File: config.mk
export PLATFORM = sky130hd
export DESIGN_NAME = phy_hs_seq
export DESIGN_NICKNAME = d
export VERILOG_FILES = /design/src/rtl/phy_hs_seq.sv
export SDC_FILE = /design/constraint.sdc
export NUM_CORES = 1
export LEC_CHECK = 0
export BUFFER_PORTS_ARGS = -buffer_cell sky130_fd_sc_hd__clkbuf_2
export CAP_MARGIN = 20
export CORE_MARGIN = 3
export CORE_UTILIZATION = 52
export CTS_CLUSTER_SIZE = 28
export DETAILED_ROUTE_END_ITERATION = 7
export PLACE_DENSITY = 0.77
export SYNTH_ARGS = -nofsm -noshare
export SYNTH_HDL_FRONTEND = slang
export SYNTH_SLANG_ARGS = --single-unit
File: constraint.sdc
create_clock -name clk -period 5.57 [get_ports clk]
set_clock_uncertainty 0.15 [all_clocks]
set_input_delay 1.114 -clock clk [delete_from_list [all_inputs] [get_ports clk]]
set_output_delay 1.114 -clock clk [all_outputs]
set_load 0.02 [all_outputs]
File: src/rtl/phy_hs_seq.sv
module phy_hs_seq #(
  parameter int DW       = 16,
  parameter int POLL_MAX = 10,
  parameter int GAP      = 250
) (
  input  logic          clk,
  input  logic          rst_n,
  input  logic          req_valid,
  input  logic          req_write,
  input  logic [DW-1:0] req_addr,
  input  logic [DW-1:0] req_wdata,
  output logic          busy,
  output logic [DW-1:0] rd_data,
  output logic          done,
  output logic          err,
  output logic [DW+3:0] phy_ctrl,
  input  logic [DW:0]   phy_stat
);
  localparam int CW     = DW + 4;
  localparam int CAPA   = DW;
  localparam int CAPD   = DW + 1;
  localparam int WRB    = DW + 2;
  localparam int RDB    = DW + 3;
  localparam int PW     = $clog2(POLL_MAX + 1);
  localparam int GW     = $clog2(GAP + 1);

  logic          active, wr;
  logic [3:0]    step;
  logic [DW-1:0] addr_q, data_q;
  logic [PW-1:0] polls;
  logic [GW-1:0] gap;

  logic          is_wait, lvl, last;
  logic [CW-1:0] val;

  wire           ack     = phy_stat[DW];
  wire [CW-1:0]  a_word  = {4'b0, addr_q};
  wire [CW-1:0]  d_word  = {4'b0, data_q};

  assign busy = active;

  always_comb begin
    is_wait = 1'b0;
    lvl     = 1'b0;
    last    = 1'b0;
    val     = '0;
    case (step)
      4'd0: val = a_word;
      4'd1: val = a_word | (CW'(1) << CAPA);
      4'd2: begin is_wait = 1'b1; lvl = 1'b1; end
      4'd3: val = a_word;
      4'd4: is_wait = 1'b1;
      4'd5: val = wr ? d_word : (CW'(1) << RDB);
      4'd6: if (wr) val = d_word | (CW'(1) << CAPD);
            else begin is_wait = 1'b1; lvl = 1'b1; end
      4'd7: if (wr) begin is_wait = 1'b1; lvl = 1'b1; end
            else val = '0;
      4'd8: if (wr) val = d_word;
            else begin is_wait = 1'b1; last = 1'b1; end
      4'd9:  is_wait = 1'b1;
      4'd10: val = CW'(1) << WRB;
      4'd11: begin is_wait = 1'b1; lvl = 1'b1; end
      4'd12: val = d_word;
      4'd13: is_wait = 1'b1;
      default: begin val = '0; last = 1'b1; end
    endcase
  end

  always_ff @(posedge clk) begin
    if (!rst_n) begin
      active   <= 1'b0;
      wr       <= 1'b0;
      step     <= '0;
      addr_q   <= '0;
      data_q   <= '0;
      polls    <= '0;
      gap      <= '0;
      rd_data  <= '0;
      done     <= 1'b0;
      err      <= 1'b0;
      phy_ctrl <= '0;
    end else begin
      done <= 1'b0;
      err  <= 1'b0;
      if (!active) begin
        if (req_valid) begin
          active <= 1'b1;
          wr     <= req_write;
          addr_q <= req_addr;
          data_q <= req_wdata;
          step   <= '0;
          polls  <= '0;
          gap    <= '0;
        end
      end else if (!is_wait) begin
        phy_ctrl <= val;
        if (last) begin
          active <= 1'b0;
          done   <= 1'b1;
        end else begin
          step <= step + 4'd1;
        end
      end else if (gap != '0) begin
        gap <= gap - GW'(1);
      end else if (ack == lvl) begin
        polls <= '0;
        if (!wr && step == 4'd6) rd_data <= phy_stat[DW-1:0];
        if (last) begin
          active <= 1'b0;
          done   <= 1'b1;
        end else begin
          step <= step + 4'd1;
        end
      end else if (polls == PW'(POLL_MAX - 1)) begin
        active   <= 1'b0;
        err      <= 1'b1;
        phy_ctrl <= '0;
        polls    <= '0;
      end else begin
        polls <= polls + PW'(1);
        gap   <= GW'(GAP - 1);
      end
    end
  end


  strobe_onehot_chk: assert property (@(posedge clk) disable iff (!rst_n)
    $onehot0(phy_ctrl[RDB:CAPA]));


  done_err_excl_chk: assert property (@(posedge clk) disable iff (!rst_n)
    !(done && err));


  pulse_width_chk: assert property (@(posedge clk) disable iff (!rst_n)
    (done || err) |=> !(done || err));


  idle_ctrl_zero_chk: assert property (@(posedge clk) disable iff (!rst_n)
    !busy |-> phy_ctrl == '0);


  rdata_hold_chk: assert property (@(posedge clk) disable iff (!rst_n)
    !busy |=> $stable(rd_data));


  err_idle_chk: assert property (@(posedge clk) disable iff (!rst_n)
    err |-> !busy);
endmodule

# ---- Yosys cells after proc, flatten, opt, wreduce, memory -nomap -nowiden
# Index checks and enable logic that the tools add are counted.
dict set report op_classes {
  n_reduce_logical 18
  mux 42
  bitwise 4
  eq_ne 24
  addsub 3
}
# cell n
set op_table {}
lappend op_table {{one-hot mux 20 bit (7 select lines)} 1}
lappend op_table {{2-to-1 mux 20 bit} 5}
lappend op_table {{2-to-1 mux 8 bit} 6}
lappend op_table {{2-to-1 mux 4 bit} 11}
lappend op_table {{== test 4 bit, second input constant} 7}
lappend op_table {{2-to-1 mux 18 bit} 1}
lappend op_table {{== test 4 x 3 -> 1 bit, second input constant} 4}
lappend op_table {{2-to-1 mux 16 bit} 1}
lappend op_table {{2-to-1 mux 1 bit} 14}
lappend op_table {{OR reduction 13 bit} 1}
lappend op_table {{OR reduction 5 bit} 2}
lappend op_table {{inequality test 3 bit, second input constant} 3}
lappend op_table {{adder 4 x 1 -> 4 bit, second input constant} 2}
lappend op_table {{== test 4 x 2 -> 1 bit, second input constant} 2}
lappend op_table {{AND reduction 4 bit} 2}
lappend op_table {{nonzero test 8 bit} 1}
lappend op_table {{subtractor 8 x 1 -> 8 bit, second input constant} 1}
lappend op_table {{inequality test 2 bit, second input constant} 3}
lappend op_table {{one-hot mux 1 bit (3 select lines)} 2}
lappend op_table {{AND reduction 3 bit} 2}
lappend op_table {{OR reduction 2 bit} 3}
lappend op_table {{AND reduction 5 bit} 1}
lappend op_table {{== test 4 x 1 -> 1 bit, second input constant} 1}
lappend op_table {{zero test 4 bit} 1}
lappend op_table {{9 further kinds} 14}
dict set report word_totals {
  register_bits 88
  elab_cells 102
  output_inout_bits 39
}

# ---- Logic depth before layout (Yosys ltp)
# Gate-level depths: netlist (run 1).
dict set report depth {
  word_depth 8
  ltp_mapped 11
  ltp_nobuf 8
}

# ---- Least setup slack after synthesis (run 1)
# No wires, ideal clock.
dict set report synth_path {
  path_type {input to register}
  from {input rst_n}
  to {register phy_ctrl[10]}
  slack_ns 2.928
  required_time_ns 5.361
  setup_time_ns 0.059
  cell_stages 5
  arrival_ns 2.433
  cell_sequence {clkbuf_1 -> nand2_1 -> nor3_1 -> clkbuf_1 -> a22o_1}
}
# item line
set synth_lines {}
lappend synth_lines {{from (decl)} 7} ;# input logic rst_n,
lappend synth_lines {{to (signal assigned)} 96} ;# phy_ctrl <= val;
lappend synth_lines {{to (decl)} 16} ;# output logic [DW+3:0] phy_ctrl,

# ---- Worst setup path in the final report (run 1)
dict set report layout_path {
  from {register step[0]}
  to {register rd_data[0]}
}
dict set report layout_via {
  elab_chain_len 5
}
# item line
set layout_rtl {}
lappend layout_rtl {{from (decl)} 28} ;# logic [3:0] step;
lappend layout_rtl {{from (signal assigned)} 101} ;# step <= step + 4'd1;
lappend layout_rtl {{from (signal assigned)} 112} ;# step <= step + 4'd1;
lappend layout_rtl {{== test 4 bit or == test 4 x 2 -> 1 bit (tied branches)} 47} ;# case (step)
lappend layout_rtl {{OR reduction 2 bit (no source line)} --}
lappend layout_rtl {{one-hot mux 1 bit (3 select lines)} 47}
lappend layout_rtl {{== test 1 bit} 105} ;# end else if (ack == lvl) begin
lappend layout_rtl {{AND reduction 5 bit (no source line) (*)} --}
lappend layout_rtl {{to (signal assigned)} 107} ;# if (!wr && step == 4'd6) rd_data <= phy_stat[DW-1:0];
lappend layout_rtl {{to (decl)} 13} ;# output logic [DW-1:0] rd_data,
# Every way passes the cells marked *; elsewhere a longest branch is shown, timed or not.
# A chain may end at the register's enable or synchronous reset.

==> results of run 1 <==
[cells by family after synthesis]
family,count (synthesis),synth area share
AOI/OAI and AO/OA,121,0.236
and+or+nand+nor,161,0.199
adders and majority gates,8,0.0252
buffers and inverters,42,0.0457
DFF,88,0.444
muxes,19,0.0479
xor gates and xnor gates,1,0.00221
[power by group through the flow]
stage	sequential, mW	clock, mW	combinational, mW
6_report	0.666	0.530	0.151
2_1_floorplan	0.680	0	0.103
3_3_place_gp	0.680	0	0.146
3_5_place_dp	0.680	0	0.149
5_1_grt	0.669	0.563	0.170
4_1_cts	0.666	0.540	0.150
[how the worst max path moves through the flow]
stage          cells past startpoint  slack [ns]           end
2_1_floorplan                      5        2.93  phy_ctrl[10]
3_3_place_gp                       5        2.11  phy_ctrl[15]
3_5_place_dp                       8        2.00    rd_data[0]
4_1_cts                            8        2.01    rd_data[0]
5_1_grt                            8        1.72    rd_data[0]
6_report                           8        2.03    rd_data[0]
[per-stage QoR]
step	area (um^2)	hold WS (ns)	utilization	setup slack [ns]
floorplan	3970	0.285	-	2.93
global placement	4440	0.301	0.606	2.11
detailed placement	4440	0.307	0.606	2.00
CTS	4680	0.320	0.639	2.01
global route	4690	0.336	0.640	1.72
finish	4690	0.317	0.640	2.03
[cell type report]
type | instances | area, um^2 | area share
clock inverter | 6 | 116 | 0.0248
multi-input combinational | 310 | 2040 | 0.434
tap | 99 | 124 | 0.0264
inverter | 11 | 41.3 | 0.00880
timing repair buffer | 95 | 492 | 0.105
clock buffer | 9 | 124 | 0.0264
sequential | 88 | 1760 | 0.375
[cell usage after synthesis, drive strengths merged (2+ instances only)]
master   instances
nand4b           2
nand3b           2
o21ai           13
nor3             8
dfxtp           88
buf             11
mux2i           19
o311ai           2
a22o            32
o21a             2
o41ai            2
clkbuf          20
nor2             7
nand2b           3
o2bb2ai          2
nand2           86
nand4            5
nor4b            2
a21o             3
or3              2
nand3           11
a32oi            3
and3             2
and2             3
o31ai            4
ha               8
a21oi            8
nor2b           22
nor3b            3
a21boi          36
o211ai           2
inv             11
o22ai            3
[metal layers]
metal	GRT usage	vias to the layer above	wire length, um
met4	0.0916	0	105
met1	0.288	1563	4100
li1	-	1713	-
met3	0.0362	8	502
met5	0	-	0
met2	0.338	97	4170
[worst register-to-register path, stage by stage (launching register included)]
cell                       delay, ns
sky130_fd_sc_hd__dfxtp_1        0.34
sky130_fd_sc_hd__inv_1          0.12
sky130_fd_sc_hd__ha_1           0.33
sky130_fd_sc_hd__nand2b_1       0.14
sky130_fd_sc_hd__a41o_1         0.26
sky130_fd_sc_hd__o21ai_1        0.81
sky130_fd_sc_hd__nand4_2        0.82
sky130_fd_sc_hd__mux2i_1        0.40
sky130_fd_sc_hd__nor2b_1        0.07
[state kept, by name, summed over array words and instances, names as in the netlist, 4 cells and up]
name,cells
phy_ctrl,20
addr_q,16
data_q,16
rd_data,16
gap,8
polls,4
step,4
==> flow_summary_export.csv, run 1 <==
group,metric,value,unit
status,status,"completed",
floorplanning,core.rowCount,31,
power_and_ir_drop,irDropWorstVdd,0.000135,V
min_path,hold-path-endpoint,"data_q[14]",
power_and_ir_drop,power.share.sequential,0.494,
power_and_ir_drop,intPower,1.01,mW
worst_setup_path,worst-path-max-fanout,16,
min_path,timing.hold.worst_path_depth,2,
worst_setup_path,rr_worst_depth,8,
timing,worst_slew_pin_slew,1.04,ns
detailed_routing,postRouteAntennaNets,0,
clock_network,cts_setup_buffers,0,
detailed_routing,vias,3381,
worst_setup_path,critical_path.reg2reg.endpoint,"rd_data[0]",
min_path,timing.hold.worst.class,"flip-flop to flip-flop",
worst_setup_path,arrival,3.64,ns
power_and_ir_drop,power.switching_fraction,0.249,
grt,via_count_of_the_first_global_routing_pass,3187,
detailed_routing,routed_wl,8.88,mm
worst_setup_path,timing.critical_path.max_delay_family,"compound AO/OA/AOI/OAI gates",
placed_design,routabilityCongestion,0.793,
power_and_ir_drop,switchingPower,0.336,mW
layout,instances_no_fill,618,
synth,synth_enable_flop_cells,0,
layout,layout_commonest_cell,"sky130_fd_sc_hd__clkbuf_2",
timing,timing.final.crit_share,0.636,
timing,max_slew_margin,0.300,
grt,grt_first_pass_wirelength,15.0,mm
synth,yosys_warnings,0,
timing,finalWorstPathRequiredPeriod,3.54,ns
worst_setup_path,critPathKind,"flip-flop to flip-flop",
grt,grt_start_max_net_pins,71,
synth,yosysUniqueCellTypes,53,
worst_setup_path,setup.worst_path.start,"step[0]",
clock_network,cts_buffers,9,
worst_setup_path,worst-endpoint-required,5.67,ns
layout,fill_cells,654,
synth,yosys_register_bits,88,
floorplanning,floorplan.die.width,93.4,um
job,max_cap_viol_count,0,
synth,syn_area,3970,um^2
power_and_ir_drop,share_comb_of_total_power,0.112,
timing,report.final.setup_viol,0,
grt,grt_antenna_before_repair,0,
synth,yosys.area.top_type,"sky130_fd_sc_hd__dfxtp_1",
clock_network,clkSinkCount,88,
synth,post_synth_main_area_contributors,"sky130_fd_sc_hd__dfxtp_1, sky130_fd_sc_hd__nand2_1, sky130_fd_sc_hd__a22o_1",
timing,fin_tns_setup,0,ns
worst_setup_path,cp_slowest_cell,"sky130_fd_sc_hd__nand4_2",
clock_network,max_buffers_root_to_sink,2,
layout,commonest_non_fill_non_tap_cells_in_the_layout,"sky130_fd_sc_hd__clkbuf_2, sky130_fd_sc_hd__dfxtp_1, sky130_fd_sc_hd__nand2_1",
worst_setup_path,timing.critical_path.cells,"inv_1 -> ha_1 -> nand2b_1 -> a41o_1 -> o21ai_1 -> nand4_2 -> mux2i_1 -> nor2b_1",
floorplanning,design.portCount,92,
detailed_routing,detailedRoute.firstIterationViolations,341,
layout,layout-area-overhead-vs-synth,18.2,%
worst_setup_path,timing.critical_path.slowest_cell_delay,0.82,ns
placed_design,place_hpwl,6.00,mm
clock_network,post_cts_resize_count,0,
floorplanning,core_area,7330,um^2
layout,antenna-diode-count,0,
clock_network,cts-hold-fix-buffers,0,
clock_network,clk-insertion-delay-late,0.36,ns
worst_setup_path,timing.reg2reg.setup_slack,2.03,ns
floorplanning,die_height,93.4,um
floorplanning,initial_core_util,0.542,
detailed_routing,routed_wire_length_per_instance,14.4,um
synth,synth-seq-area-share,0.444,
placed_design,io_buffers,91,
timing,timing_hold_violations_final,0,
timing,rsz0062_at_grt,"no",
synth,synthesis.instances,440,
min_path,hold_path.startpoint,"data_q[14]",
worst_setup_path,regToRegStartpoint,"step[0]",
detailed_routing,drc,0,
clock_network,htree_levels,3,
synth,asyncSetResetFlopFracSynth,0,
detailed_routing,viasPerCell,5.47,
synth,mappedNetlistNets,501,
worst_setup_path,critical_path.endpoint_type,"flip-flop",
detailed_routing,firstDrtPassIters,4,
timing,timing.fmax,0.282,GHz
grt,grt.overflow.total,0,
clock_network,cts_tree,"yes",
clock_network,clk_root_buffer_cell,"sky130_fd_sc_hd__clkbuf_8",
worst_setup_path,critical_path.startpoint_type,"flip-flop",
layout,post_route_cells_drive_above_1_share,0.229,
power_and_ir_drop,power,1.35,mW
grt,grt_usage,0.214,
power_and_ir_drop,share_clk_of_total_power,0.394,
layout,final_net_count,576,
clock_network,clk_pin_slew_worst_paths,0.09,ns
worst_setup_path,critical_path.n_buffers_inverters,1,
floorplanning,dieArea,8720,um^2
synth,dominantRegCellSynth,"sky130_fd_sc_hd__dfxtp_1",
power_and_ir_drop,powerDensity,287,nW/um^2
synth,syn_area_per_cell,9.03,um^2
power_and_ir_drop,leakagePower,2.03,nW
placed_design,place.detailed.instances,602,
synth,synth_top_cell_area_share,0.444,
timing,max_slew_violation_total_from_the_final_report,0,
No activity file was read; power rests on OpenSTA's default activity.
==> inputs of run 2 (changes only) <==
ABC_AREA = 1   (was not set)
CORE_UTILIZATION = 49   (was 52)
PLACE_DENSITY = 0.76   (was 0.77)
clock period = 2.95 ns   (was 5.57 ns; I/O delays follow)
==> run 2 against run 1 <==
Compared with the run above: first-iteration DRC count is 31% lower; worst setup slack got worse by 1.5 ns; utilization decreased by 3.2 points; flip-flop and latch count unchanged; critical path depth increased by 2; cell count increased by 21%; synthesized cell count increased by 28%; hold slack got worse by 0.020 ns; clock-buffer cell count increased by 1; die area up 9.8%; critical endpoint is now step[0]; largest power group unchanged.
==> flow_summary_export.csv, run 2 <==
group,metric,value,unit
status,status,"completed",
detailed_routing,drc,0,
grt,grt_antenna_before_repair,0,
synth,synth-seq-area-share,0.426,
timing,max_slew_margin,0.543,
clock_network,clk_root_buffer_cell,"sky130_fd_sc_hd__clkbuf_8",
clock_network,cts_buffers,9,
grt,grt_first_pass_wirelength,16.8,mm
worst_setup_path,timing.reg2reg.setup_slack,0.57,ns
synth,post_synth_main_area_contributors,"sky130_fd_sc_hd__dfxtp_1, sky130_fd_sc_hd__o21ai_0, sky130_fd_sc_hd__nor2_1",
detailed_routing,viasPerCell,5.30,
layout,commonest_non_fill_non_tap_cells_in_the_layout,"sky130_fd_sc_hd__clkbuf_2, sky130_fd_sc_hd__dfxtp_1, sky130_fd_sc_hd__nor2_1",
synth,yosys_warnings,0,
synth,synth_top_cell_area_share,0.426,
floorplanning,initial_core_util,0.519,
grt,grt.overflow.total,0,
clock_network,max_buffers_root_to_sink,2,
detailed_routing,firstDrtPassIters,6,
power_and_ir_drop,irDropWorstVdd,0.000258,V
worst_setup_path,critical_path.startpoint_type,"flip-flop",
placed_design,io_buffers,91,
synth,synthesis.instances,563,
synth,synth_top_family_by_area,"simple AND/OR/NAND/NOR gates",
timing,timing.final.crit_share,0.806,
grt,grt_start_max_net_pins,52,
timing,max_slew_violation_total_from_the_final_report,0,
synth,yosys_register_bits,88,
floorplanning,die_height,97.9,um
synth,yosys.area.top_type,"sky130_fd_sc_hd__dfxtp_1",
clock_network,cts-hold-fix-buffers,0,
timing,timing.fmax,0.420,GHz
worst_setup_path,arrival,2.48,ns
power_and_ir_drop,power,2.79,mW
floorplanning,core_area,7970,um^2
clock_network,clk-insertion-delay-late,0.35,ns
timing,timing_hold_violations_final,0,
synth,synth_compound_gate_area_share,0.208,
layout,final_net_count,702,
grt,via_count_of_the_first_global_routing_pass,3713,
floorplanning,dieArea,9580,um^2
worst_setup_path,critical_path.endpoint_type,"flip-flop",
synth,most_used_standard_cell_by_instance_count_after_synthesis,"sky130_fd_sc_hd__dfxtp_1",
clock_network,htree_levels,3,
detailed_routing,routed_wire_length_per_instance,13.4,um
synth,yosys-top-cells-count,"sky130_fd_sc_hd__dfxtp_1, sky130_fd_sc_hd__nor2_1, sky130_fd_sc_hd__nand2_1",
floorplanning,floorplan.die.width,97.9,um
synth,yosysUniqueCellTypes,32,
placed_design,place_hpwl,7.06,mm
synth,synthAdderAreaFrac,0.0242,
clock_network,cts_tree,"yes",
timing,worst_hold_slack,0.297,ns
timing,finalWorstPathRequiredPeriod,2.38,ns
synth,synth_enable_flop_cells,0,
synth,post_synth_xor_area_fraction,0.0106,
clock_network,clkSinkCount,88,
synth,dominantRegCellSynth,"sky130_fd_sc_hd__dfxtp_1",
clock_network,cts_setup_buffers,0,
synth,post_synth_mux_area_share,0,
synth,synth_simple_gate_area_share,0.232,
worst_setup_path,worst-endpoint-required,3.05,ns
min_path,timing.hold.worst_path_depth,2,
layout,max_flop_register,"phy_ctrl",
synth,asyncSetResetFlopFracSynth,0,
synth,syn_area,4140,um^2
power_and_ir_drop,leakagePower,2.20,nW
job,max_cap_viol_count,0,
layout,largest_register_ffs,20,
synth,mappedNetlistNets,624,
layout,instances_no_fill,748,
floorplanning,design.portCount,92,
timing,report.final.setup_viol,0,
min_path,timing.hold.worst.class,"flip-flop to flip-flop",
detailed_routing,detailedRoute.firstIterationViolations,236,
grt,grt_usage,0.210,
clock_network,post_cts_resize_count,0,
detailed_routing,vias,3965,
layout,post_route_cells_drive_above_1_share,0.226,
layout,layout_commonest_cell,"sky130_fd_sc_hd__clkbuf_2",
timing,fin_tns_setup,0,ns
placed_design,routabilityCongestion,0.887,
layout,layout-area-overhead-vs-synth,17.2,%
synth,syn_area_per_cell,7.34,um^2
detailed_routing,routed_wl,10.0,mm
floorplanning,core.rowCount,32,
worst_setup_path,critPathKind,"flip-flop to flip-flop",
timing,worst_slew_pin_slew,0.685,ns
clock_network,clk_pin_slew_worst_paths,0.09,ns
worst_setup_path,rr_worst_depth,10,
detailed_routing,postRouteAntennaNets,0,
power_and_ir_drop,powerDensity,576,nW/um^2
timing,rsz0062_at_grt,"no",
placed_design,place.detailed.instances,732,
layout,antenna-diode-count,0,
worst_setup_path,worst-path-max-fanout,11,
## run 2: changes by cell type after synthesis, sizes merged, moves of 22 or more
cell / change
nor2: +68
nor2b: -22
inv: +53
a21boi: -36
o21ai: +76
a22o: -32
nand3: +28
a21oi: +45
## run 2: final timing paths
kind              startpoint          to
setup / recovery     step[0]     step[0]
hold / removal    rd_data[9]  rd_data[9]
setup reg to reg     step[0]     step[0]
hold reg to reg   rd_data[9]  rd_data[9]
## run 2: metrics by stage
step                      worst slack [ns]  instance area [um^2]   util
after floorplan                       1.02                  4140      -
after CTS                            0.619                  4840  0.608
after global routing                 0.366                  4840  0.608
after detailed placement             0.634                  4620  0.579
after global placement               0.767                  4620  0.579
final                                0.571                  4840  0.608
## run 2: cells by family after synthesis
family                   count (synthesis)
AND/OR/NAND/NOR                        206
AO/OA/AOI/OAI                          161
buffers and inverters                   95
flip-flops                              88
adder cells (fa/ha/maj)                  8
XOR/XNOR                                 5
## run 2: cell type report
cell class / count / area [um^2]
Clock buffer: 10 / 138
Timing Repair Buffer: 98 / 520
Clock inverter: 6 / 90.1
Fill cell: 721 / 3120
Multi-Input combinational cell: 380 / 1970
Sequential cell: 88 / 1760
Tap cell: 102 / 128
Inverter: 64 / 240
## run 2: routing by layer
metal | share of wire | track usage | wire (um) | vias to the layer above
met5 | 0 | 0 | 0 | -
met4 | 0.020 | 0.0788 | 198 | 0
met3 | 0.063 | 0.0314 | 629 | 18
met2 | 0.48 | 0.355 | 4790 | 152
met1 | 0.44 | 0.269 | 4420 | 1781
li1 | - | - | - | 2014
## run 2: critical path, stage by stage (launching register included)
cell,delay (ns)
sky130_fd_sc_hd__dfxtp_1,0.40
sky130_fd_sc_hd__inv_1,0.11
sky130_fd_sc_hd__ha_1,0.27
sky130_fd_sc_hd__nand3_1,0.11
sky130_fd_sc_hd__nand2_1,0.08
sky130_fd_sc_hd__nor2_2,0.19
sky130_fd_sc_hd__nand4_2,0.32
sky130_fd_sc_hd__nand2_1,0.29
sky130_fd_sc_hd__nand3_2,0.16
sky130_fd_sc_hd__a21oi_1,0.15
sky130_fd_sc_hd__nor2_1,0.05
## run 2: where the power goes
group / internal [mW] / switching, mW
Sequential: 1.27 / 0.0474
Clock: 0.505 / 0.449
Combinational: 0.180 / 0.333
